## src/rtl/adc_rw_pkg.sv

```systemverilog
package adc_rw_pkg;
    localparam int WORD_W     = 32;
    localparam int ADDR_W     = 8;
    localparam int INJ_N      = 4;
    localparam int IDX_W      = $clog2(INJ_N);
    localparam int EN_BIT     = 0;
    localparam int ALIGN_BIT  = 11;
    localparam int START_BIT  = 30;
    localparam int RES_LSB    = 24;
    localparam int STAT_W     = 6;
    localparam int OFS_W      = 12;
    localparam int CTLB_VIS_W = 28;
    localparam logic [WORD_W-1:0] THR_HI_RST = 32'h0000_0FFF;

    typedef enum logic [4:0] {
        SEL_STAT, SEL_CTLA, SEL_CTLB, SEL_SMP0, SEL_SMP1, SEL_IOFS,
        SEL_THI, SEL_TLO, SEL_SEQ0, SEL_SEQ1, SEL_SEQ2, SEL_ISEQ,
        SEL_IDAT, SEL_DAT, SEL_NONE
    } sel_e;

    typedef struct packed {
        sel_e             sel;
        logic [IDX_W-1:0] idx;
    } dec_t;

    typedef struct packed {
        logic [WORD_W-1:0]            stat;
        logic [WORD_W-1:0]            ctla;
        logic [WORD_W-1:0]            ctlb;
        logic [WORD_W-1:0]            smp0;
        logic [WORD_W-1:0]            smp1;
        logic [INJ_N-1:0][WORD_W-1:0] iofs;
        logic [WORD_W-1:0]            thi;
        logic [WORD_W-1:0]            tlo;
        logic [WORD_W-1:0]            seq0;
        logic [WORD_W-1:0]            seq1;
        logic [WORD_W-1:0]            seq2;
        logic [WORD_W-1:0]            iseq;
        logic [INJ_N-1:0][WORD_W-1:0] idat;
        logic [WORD_W-1:0]            dat;
    } regs_t;

    // Word index map; the injected groups are contiguous runs of INJ_N words.
    function automatic dec_t decode(input logic [ADDR_W-1:0] a);
        dec_t                  d;
        logic [ADDR_W-3:0]     w;
        w     = a[ADDR_W-1:2];
        d.sel = SEL_NONE;
        d.idx = '0;
        if (a[1:0] == 2'b00) begin
            if (w >= 6'd5 && w < 6'd5 + 6'(INJ_N)) begin
                d.sel = SEL_IOFS;
                d.idx = IDX_W'(w - 6'd5);
            end else if (w >= 6'd15 && w < 6'd15 + 6'(INJ_N)) begin
                d.sel = SEL_IDAT;
                d.idx = IDX_W'(w - 6'd15);
            end else begin
                case (w)
                    6'd0:    d.sel = SEL_STAT;
                    6'd1:    d.sel = SEL_CTLA;
                    6'd2:    d.sel = SEL_CTLB;
                    6'd3:    d.sel = SEL_SMP0;
                    6'd4:    d.sel = SEL_SMP1;
                    6'd9:    d.sel = SEL_THI;
                    6'd10:   d.sel = SEL_TLO;
                    6'd11:   d.sel = SEL_SEQ0;
                    6'd12:   d.sel = SEL_SEQ1;
                    6'd13:   d.sel = SEL_SEQ2;
                    6'd14:   d.sel = SEL_ISEQ;
                    6'd19:   d.sel = SEL_DAT;
                    default: d.sel = SEL_NONE;
                endcase
            end
        end
        return d;
    endfunction
endpackage

```

## src/rtl/adc_sample_gen.sv

```systemverilog
module adc_sample_gen
    import adc_rw_pkg::*;
#(
    parameter int STEP = 7
) (
    input  logic              clk,
    input  logic              rst_n,
    input  logic [WORD_W-1:0] cur,
    input  logic [1:0]        res,
    input  logic              align,
    input  logic              fire,
    output logic [WORD_W-1:0] nxt,
    output logic [WORD_W-1:0] view
);
    localparam logic [WORD_W-1:0] ALIGN_MASK = 32'h0000_FFF0;

    logic [WORD_W-1:0] mask;
    logic [WORD_W-1:0] sum;

    always_comb begin
        case (res)
            2'd0:    mask = 32'h0000_0FFF;
            2'd1:    mask = 32'h0000_03FF;
            2'd2:    mask = 32'h0000_00FF;
            default: mask = 32'h0000_003F;
        endcase
        sum  = cur + WORD_W'(STEP);
        nxt  = sum & mask;
        view = align ? ((nxt << 1) & ALIGN_MASK) : nxt;
    end

    AST_SAMPLE_FITS: assert property (@(posedge clk) disable iff (!rst_n)
        fire |=> ((cur & ~$past(mask)) == '0));
endmodule

```

## src/rtl/adc_rd_mux.sv

```systemverilog
module adc_rd_mux
    import adc_rw_pkg::*;
(
    input  regs_t             r,
    input  dec_t              d,
    input  logic              fire,
    input  logic [WORD_W-1:0] view,
    output logic [WORD_W-1:0] data
);
    always_comb begin
        case (d.sel)
            SEL_STAT: data = r.stat;
            SEL_CTLA: data = r.ctla;
            SEL_CTLB: data = {{(WORD_W-CTLB_VIS_W){1'b0}}, r.ctlb[CTLB_VIS_W-1:0]};
            SEL_SMP0: data = r.smp0;
            SEL_SMP1: data = r.smp1;
            SEL_IOFS: data = r.iofs[d.idx];
            SEL_THI:  data = r.thi;
            SEL_TLO:  data = r.tlo;
            SEL_SEQ0: data = r.seq0;
            SEL_SEQ1: data = r.seq1;
            SEL_SEQ2: data = r.seq2;
            SEL_ISEQ: data = r.iseq;
            SEL_IDAT: data = r.idat[d.idx] - r.iofs[d.idx];
            SEL_DAT:  data = fire ? view : '0;
            default:  data = '0;
        endcase
    end
endmodule

```

## src/rtl/adc_reg_window.sv

```systemverilog
module adc_reg_window
    import adc_rw_pkg::*;
#(
    parameter int SAMPLE_STEP = 7
) (
    input  logic              clk,
    input  logic              rst_n,
    input  logic              rd_en,
    input  logic [ADDR_W-1:0] rd_addr,
    output logic [WORD_W-1:0] rd_data,
    input  logic              wr_en,
    input  logic [ADDR_W-1:0] wr_addr,
    input  logic [WORD_W-1:0] wr_data
);
    localparam regs_t RST_VAL = '{thi: THR_HI_RST, default: '0};

    regs_t             r_d, r_q;
    dec_t              rdec, wdec;
    logic              fire;
    logic [WORD_W-1:0] smp_nxt, smp_view, rd_word;

    assign rdec = decode(rd_addr);
    assign wdec = decode(wr_addr);
    assign fire = rd_en && (rdec.sel == SEL_DAT)
                  && r_q.ctlb[EN_BIT] && r_q.ctlb[START_BIT];

    adc_sample_gen #(.STEP(SAMPLE_STEP)) u_gen (
        .clk   (clk),
        .rst_n (rst_n),
        .cur   (r_q.dat),
        .res   (r_q.ctla[RES_LSB+1:RES_LSB]),
        .align (r_q.ctlb[ALIGN_BIT]),
        .fire  (fire),
        .nxt   (smp_nxt),
        .view  (smp_view)
    );

    adc_rd_mux u_mux (
        .r    (r_q),
        .d    (rdec),
        .fire (fire),
        .view (smp_view),
        .data (rd_word)
    );

    assign rd_data = rd_en ? rd_word : '0;

    always_comb begin
        r_d = r_q;
        if (fire) begin
            r_d.dat              = smp_nxt;
            r_d.ctlb[START_BIT]  = 1'b0;
        end
        // bus write comes last so it overrides the trigger clear
        if (wr_en) begin
            case (wdec.sel)
                SEL_STAT: r_d.stat = r_q.stat
                                   & {{(WORD_W-STAT_W){1'b0}}, wr_data[STAT_W-1:0]};
                SEL_CTLA: r_d.ctla = wr_data;
                SEL_CTLB: r_d.ctlb = wr_data;
                SEL_SMP0: r_d.smp0 = wr_data;
                SEL_SMP1: r_d.smp1 = wr_data;
                SEL_IOFS: r_d.iofs[wdec.idx] = {{(WORD_W-OFS_W){1'b0}}, wr_data[OFS_W-1:0]};
                SEL_THI:  r_d.thi  = wr_data;
                SEL_TLO:  r_d.tlo  = wr_data;
                SEL_SEQ0: r_d.seq0 = wr_data;
                SEL_SEQ1: r_d.seq1 = wr_data;
                SEL_SEQ2: r_d.seq2 = wr_data;
                SEL_ISEQ: r_d.iseq = wr_data;
                SEL_IDAT: r_d.idat[wdec.idx] = wr_data;
                default:  ;
            endcase
        end
    end

    always_ff @(posedge clk) begin
        if (!rst_n) r_q <= RST_VAL;
        else        r_q <= r_d;
    end

    AST_RESET_THR: assert property (@(posedge clk) disable iff (!rst_n)
        $past(!rst_n) |-> (r_q.thi == THR_HI_RST && r_q.dat == '0));
    AST_START_CLEARED: assert property (@(posedge clk) disable iff (!rst_n)
        (fire && !(wr_en && wdec.sel == SEL_CTLB)) |=> !r_q.ctlb[START_BIT]);
    AST_IDLE_READ_ZERO: assert property (@(posedge clk) disable iff (!rst_n)
        (rd_en && rdec.sel == SEL_DAT && !fire) |-> (rd_data == '0));
    AST_IDLE_KEEP: assert property (@(posedge clk) disable iff (!rst_n)
        (rd_en && rdec.sel == SEL_DAT && !fire) |=> $stable(r_q.dat));
    AST_ALIGN_LOW: assert property (@(posedge clk) disable iff (!rst_n)
        (fire && r_q.ctlb[ALIGN_BIT]) |-> (rd_data[3:0] == 4'h0 && rd_data[WORD_W-1:16] == '0));
    AST_STAT_HIGH_ZERO: assert property (@(posedge clk) disable iff (!rst_n)
        r_q.stat[WORD_W-1:STAT_W] == '0);
    AST_CTLB_TOP_HIDDEN: assert property (@(posedge clk) disable iff (!rst_n)
        (rd_en && rdec.sel == SEL_CTLB) |-> (rd_data[WORD_W-1:CTLB_VIS_W] == '0));
    AST_UNMAPPED_ZERO: assert property (@(posedge clk) disable iff (!rst_n)
        (rd_en && rdec.sel == SEL_NONE) |-> (rd_data == '0));
    AST_WRITE_WINS: assert property (@(posedge clk) disable iff (!rst_n)
        (wr_en && wdec.sel == SEL_CTLB) |=> (r_q.ctlb == $past(wr_data)));

    for (genvar gi = 0; gi < INJ_N; gi++) begin : g_ofs_chk
        AST_OFS_NARROW: assert property (@(posedge clk) disable iff (!rst_n)
            r_q.iofs[gi][WORD_W-1:OFS_W] == '0);
    end
endmodule

```

## config.mk

```make
export PLATFORM = sky130hd
export DESIGN_NAME = adc_reg_window
export DESIGN_NICKNAME = d
export VERILOG_FILES = /design/src/rtl/adc_rw_pkg.sv /design/src/rtl/adc_sample_gen.sv /design/src/rtl/adc_rd_mux.sv /design/src/rtl/adc_reg_window.sv
export SDC_FILE = /design/constraint.sdc
export NUM_CORES = 2
export LEC_CHECK = 0
export BUFFER_PORTS_ARGS = -buffer_cell sky130_fd_sc_hd__buf_2
export CELL_PAD_IN_SITES_DETAIL_PLACEMENT = 1
export CELL_PAD_IN_SITES_GLOBAL_PLACEMENT = 1
export CORE_MARGIN = 5
export CORE_UTILIZATION = 35
export DETAILED_ROUTE_END_ITERATION = 10
export GPL_TIMING_DRIVEN = 0
export PLACE_DENSITY_LB_ADDON = 0.2
export SETUP_SLACK_MARGIN = 0.3
export SLEW_MARGIN = 15
export SYNTH_ARGS = -nofsm -noshare
export SYNTH_HDL_FRONTEND = slang
export SYNTH_HIERARCHICAL = 1
export SYNTH_SLANG_ARGS = --single-unit
```

## constraint.sdc

```tcl
create_clock -name clk -period 11.83 [get_ports clk]
set_clock_uncertainty 0.15 [all_clocks]
set_input_delay 2.366 -clock clk [delete_from_list [all_inputs] [get_ports clk]]
set_output_delay 2.366 -clock clk [all_outputs]
set_load 0.05 [all_outputs]
```

# Word-level counts from Yosys, hierarchy flattened
# Memory sizes are Yosys's and may differ from the RTL's.
# Index checks and enable logic that the tools add are counted.
dict set report word_totals {
  reg_bits 639
  romBits 256
  mem_count 2
}
dict set report classes {
  addsub 6
  order_cmp 11
  n_eq_ne 27
  muxes 36
  n_bitwise 2
  n_reduce_logical 26
}
# memory depth width read_ports rd_clocked_by_memory_dff wr line
set memory_table {}
lappend memory_table {{(no name shown)} 32 4 1 0 0 adc_rw_pkg.sv:58} ;# case (w)
lappend memory_table {{(no name shown)} 32 4 1 0 0 adc_rw_pkg.sv:58}
# cell count
set ops {}
lappend ops {{2-to-1 mux 543 bit} 1}
lappend ops {{2-to-1 mux 32 bit} 14}
lappend ops {{one-hot mux 32 bit (14 select lines)} 1}
lappend ops {{bitwise mux 128 bit} 2}
lappend ops {{2-to-1 mux 128 bit} 2}
lappend ops {{binary-select mux 32 bit (select 2 bit)} 2}
lappend ops {{demux 32 bit (select 2 bit)} 1}
lappend ops {{equality test 5 x 4 -> 1 bit (second input constant)} 11}
lappend ops {{equality test 5 x 3 -> 1 bit (second input constant)} 8}
lappend ops {{one-hot mux 12 bit (3 select lines)} 1}
lappend ops {{adder 32 x 3 -> 32 bit (second input constant)} 1}
lappend ops {{bitwise AND 32 x 12 -> 32 bit} 1}
lappend ops {{bitwise AND 32 x 6 -> 32 bit} 1}
lappend ops {{subtractor 32 bit} 1}
lappend ops {{2-to-1 mux 31 bit} 1}
lappend ops {{2-to-1 mux 7 bit} 4}
lappend ops {{AND reduction 2 bit} 13}
lappend ops {{equality test 5 x 2 -> 1 bit (second input constant)} 4}
lappend ops {{2-to-1 mux 5 bit} 4}
lappend ops {{>= comparator 6 x 3 -> 1 bit (second input constant)} 2}
lappend ops {{>= comparator 6 x 4 -> 1 bit (second input constant)} 2}
lappend ops {{less-than comparator 6 x 4 -> 1 bit (second input constant)} 2}
lappend ops {{less-than comparator 6 x 5 -> 1 bit (second input constant)} 2}
lappend ops {{equality test 5 x 1 -> 1 bit (second input constant)} 2}
lappend ops {{other kinds (11)} 25}

# Logic depth before layout (Yosys ltp)
dict set report depth {
  depth_word 12
  mapped_depth 23
  mapped_depth_nobuf 21
}

# Modules after synthesis
# Netlist, hierarchy kept.
# mod instances cells_each area_each_um2 seq_area_each_um2
set modules_own_cells {}
lappend modules_own_cells {adc_reg_window 1 2441 22881.9 12291.8}
lappend modules_own_cells {adc_rd_mux 1 747 5826.8 0.0}
lappend modules_own_cells {adc_sample_gen 1 103 715.7 0.0}

# Worst setup path after synthesis
# OpenSTA, ideal clock, no wires.
dict set report synth_path {
  kind {input to output}
  start {input port rd_addr[6]}
  end {output port rd_data[29]}
  t_arrival_ns 7.662
  slack_ns 1.652
  stages 19
  cell_sequence {clkbuf_1 > or4b_1 > a21oi_1 > a21oi_1 > nor3_1 > buf_2 > buf_1 > buf_2 > mux4_2 > ha_1 > buf_6 > a21oi_4 > o21ai_2 > a311o_1 > nor2b_4 > or4b_4 > and2_4 > o311ai_2 > and2_1}
}
# element line
set synth_lines {}
lappend synth_lines {{start: declaration} adc_reg_window.sv:9} ;# input logic [ADDR_W-1:0] rd_addr,
lappend synth_lines {{end: declaration} adc_reg_window.sv:10} ;# output logic [WORD_W-1:0] rd_data,

==> summary.txt <==
Detailed routing
  • DRT Pass-1 Iters: 5
  • Routed wire length: between 100 and 150 mm
  • Drt drc: 0
  • Vias after detailed routing: around 27000
  • Drt wl/cell: ~31 um
  • Vias/cell: 6.03
  • Antenna-violating nets left: 0
  • Drt first-iter violations: 2712

GRT
  • First-pass GRT wire length: just under 200 mm
  • Global routing's busiest layer: met2
  • Maximum number of pins on one net before global-route repair: 14
  • Initial antenna violation count: 6
  • Met1 GRT Util: 39.1%
  • Total GRT Usage: between 30% and 40%
  • GR Util met2: roughly half
  • Met3 Track Usage GR: around 8.1%
  • Vias in the first global route: approximately 28000
  • GR Overflow Total: 0

Outcome
  • Run status: finished clean

Pwr
  • Clock share of power: about half
  • Worst VDD drop: between 0.09 and 0.1 mV
  • Switch Pwr: between 0.001 and 0.0015 W
  • Final Power: 0.00456 W
  • Leak: between 10 and 15 nW
  • Pwr dens: roughly 140 mW/mm2
  • Combinational share of power: 6.8%
  • Net Sw Frac: between 20% and 30%
  • Pint: 0.00338 W
  • Sequential share of power: 43.8%

Clock tree
  • TritonCTS buffer count: 70
  • H-tree Lvls: 3
  • Setup bufs post-CTS: 0
  • CTS tree: built
  • Worst-Skew Late Latency: 630 ps
  • Clk buf depth: 3
  • Reg clk slew, reported paths: about 50 ps
  • Clock sinks: slightly below 600
  • Root Buffer: clkbuf_16

Finish
  • Filler Cells Inserted: between 9000 and 10000
  • Area taken by multi-input logic gates: roughly 0.015 mm2
  • Synth-to-Final Area Change: 15.1%
  • Final Util: 40.6%
  • Layout cells sized above 1: approximately 11%
  • FF+latch area: roughly 0.012 mm2
  • Fin area: about 0.033 mm2
  • Final Net Count: roughly 3500

Place
  • Gp weighted congestion: around 1
  • I/O Buffers: between 60 and 70
  • Dpl cell area: around 0.030 mm2
  • Pre-CTS setup slack: -837 ps
  • DPL Wire Length: about 100 mm

STA
  • Final Cycle Share: a little over nine tenths
  • Final setup vio count: 0
  • Unrepaired setup endpoints after global routing: no
  • Final worst setup slack: approximately 460 ps
  • Fmax: 0.0880 GHz
  • Slew Limit Fails: 0
  • Slew margin rel.: 5.73%
  • Slew @ Worst Pin: about 1400 ps
  • Hold Vio Cnt, Final: 0
  • Min Tclk post-route: 11370 ps
  • Hold WS: just over 300 ps

Synthesis
  • Post-Synthesis Cells: approximately 3200
  • Mapped Area: 0.0284 mm2
  • Syn. warnings: 6
  • Avg Cell Area, Syn: 8.94 um2

Die
  • DIE AREA: slightly below 0.09 mm2
  • Core box area: 0.0805 mm2
  • Starting Density: between 30% and 40%
  • Die Y: ~290 um
  • Ports: 84
  • Rows: about 100
  • Die span in x: approximately 290 um

Setup path
  • Worst reg2reg endpoint: r_q[1]
  • Capture point of the worst path: rd_data[31]
  • Reg-to-Reg Start: r_q[544]
  • Crit Path Max Fanout: 10
  • Startpoint types: input pin
  • Reg2Reg Depth: 6
  • Worst endpoint required time: ~9300 ps
  • Crit. End Element: output port
  • Type of the worst setup path: in -> out
  • Setup slack, reg-to-reg: approximately 9500 ps
  • Worst setup path start: rd_addr[2]
  • CP Data Arrival Time: a little under 9000 ps

Hold path
  • Worst Hold Class: reg -> reg

Job
  • Max capacitance violation total: 0
==> what timing repair did <==
action | 4_1_cts | 5_1_grt
resized for setup | 9 | 5
gates cloned | 0 | 0
hold buffers | 0 | 0
endpoints found under the setup margin | 22 | 9
==> through the flow <==
stage          setup TNS (ps)  std cells
2_1_floorplan               0       3224
3_3_place_gp            -8560       4345
3_5_place_dp            -4200       4348
4_1_cts                     0       4472
5_1_grt                     0       4472
6_report                    0       4475
==> critical path, stage by stage <==
cell and delay, ps:
buf_2 150, ha_1 230, or4b_1 510, a21oi_1 280, a21oi_1 110, nor2_1 110
buf_2 520, clkbuf_1 930, mux4_2 520, inv_1 110, ha_1 370, o211ai_1 110
a21oi_1 330, o2111ai_2 320, a211oi_1 780, or4b_4 310, a311o_1 180, nand3_1 140
and2_1 240, buf_2 200
==> routing by layer <==
metal  up-vias  share of wire, %  wire length (um)
met1     13600                40             56000
met3       364               9.2             12800
li1      11700                 -                 -
met2      1265                44             61500
met4         4               6.2              8620
met5         -             0.017                23
==> power groups by stage <==
stage                     sequential [W]  combinational [W]  clock (W)
after global routing             0.00200           0.000318    0.00236
final                            0.00200           0.000308    0.00225
after global placement           0.00204           0.000289          0
after detailed placement         0.00204           0.000294          0
after CTS                        0.00200           0.000297    0.00228
after floorplan                  0.00204           0.000162          0
==> worst min path at each step <==
stage / slack, ps / from / cells past startpoint / endpoint
after floorplan: 270 / r_q[396] / 1 / r_q[396]
after global placement: 290 / r_q[411] / 1 / r_q[411]
after detailed placement: 290 / r_q[608] / 1 / r_q[608]
after CTS: 310 / r_q[610] / 1 / r_q[610]
after global routing: 320 / r_q[610] / 1 / r_q[610]
final: 310 / r_q[399] / 1 / r_q[399]
==> final cells by class <==
type	count	area share (%)
Multi-Input combinational cell	2262	46.6
Timing Repair Buffer	64	1.04
Tap cell	1060	4.06
Sequential cell	591	36.2
Buffer	317	4.23
Antenna cell	3	0.0230
Inverter	54	0.620
Clock inverter	26	1.01
Clock buffer	98	6.21
==> cells in the final DEF, fill, tap and decap left out, types with 15 or more instances in the layout <==
| master | instances |
|---|---|
| a211oi_1 | 29 |
| a21oi_1 | 231 |
| a22oi_1 | 156 |
| and2_1 | 60 |
| and3_1 | 74 |
| buf_2 | 118 |
| buf_4 | 29 |
| clkbuf_1 | 234 |
| clkbuf_16 | 72 |
| conb_1 | 50 |
| dfxtp_1 | 591 |
| ha_1 | 44 |
| inv_1 | 53 |
| mux2i_1 | 320 |
| mux4_2 | 64 |
| nand2_1 | 328 |
| nand2b_1 | 15 |
| nand3_1 | 196 |
| nand4_1 | 33 |
| nor2_1 | 206 |
| o21ai_0 | 224 |
| xnor2_1 | 15 |
Note: power is estimated with default switching activity, not from simulation.
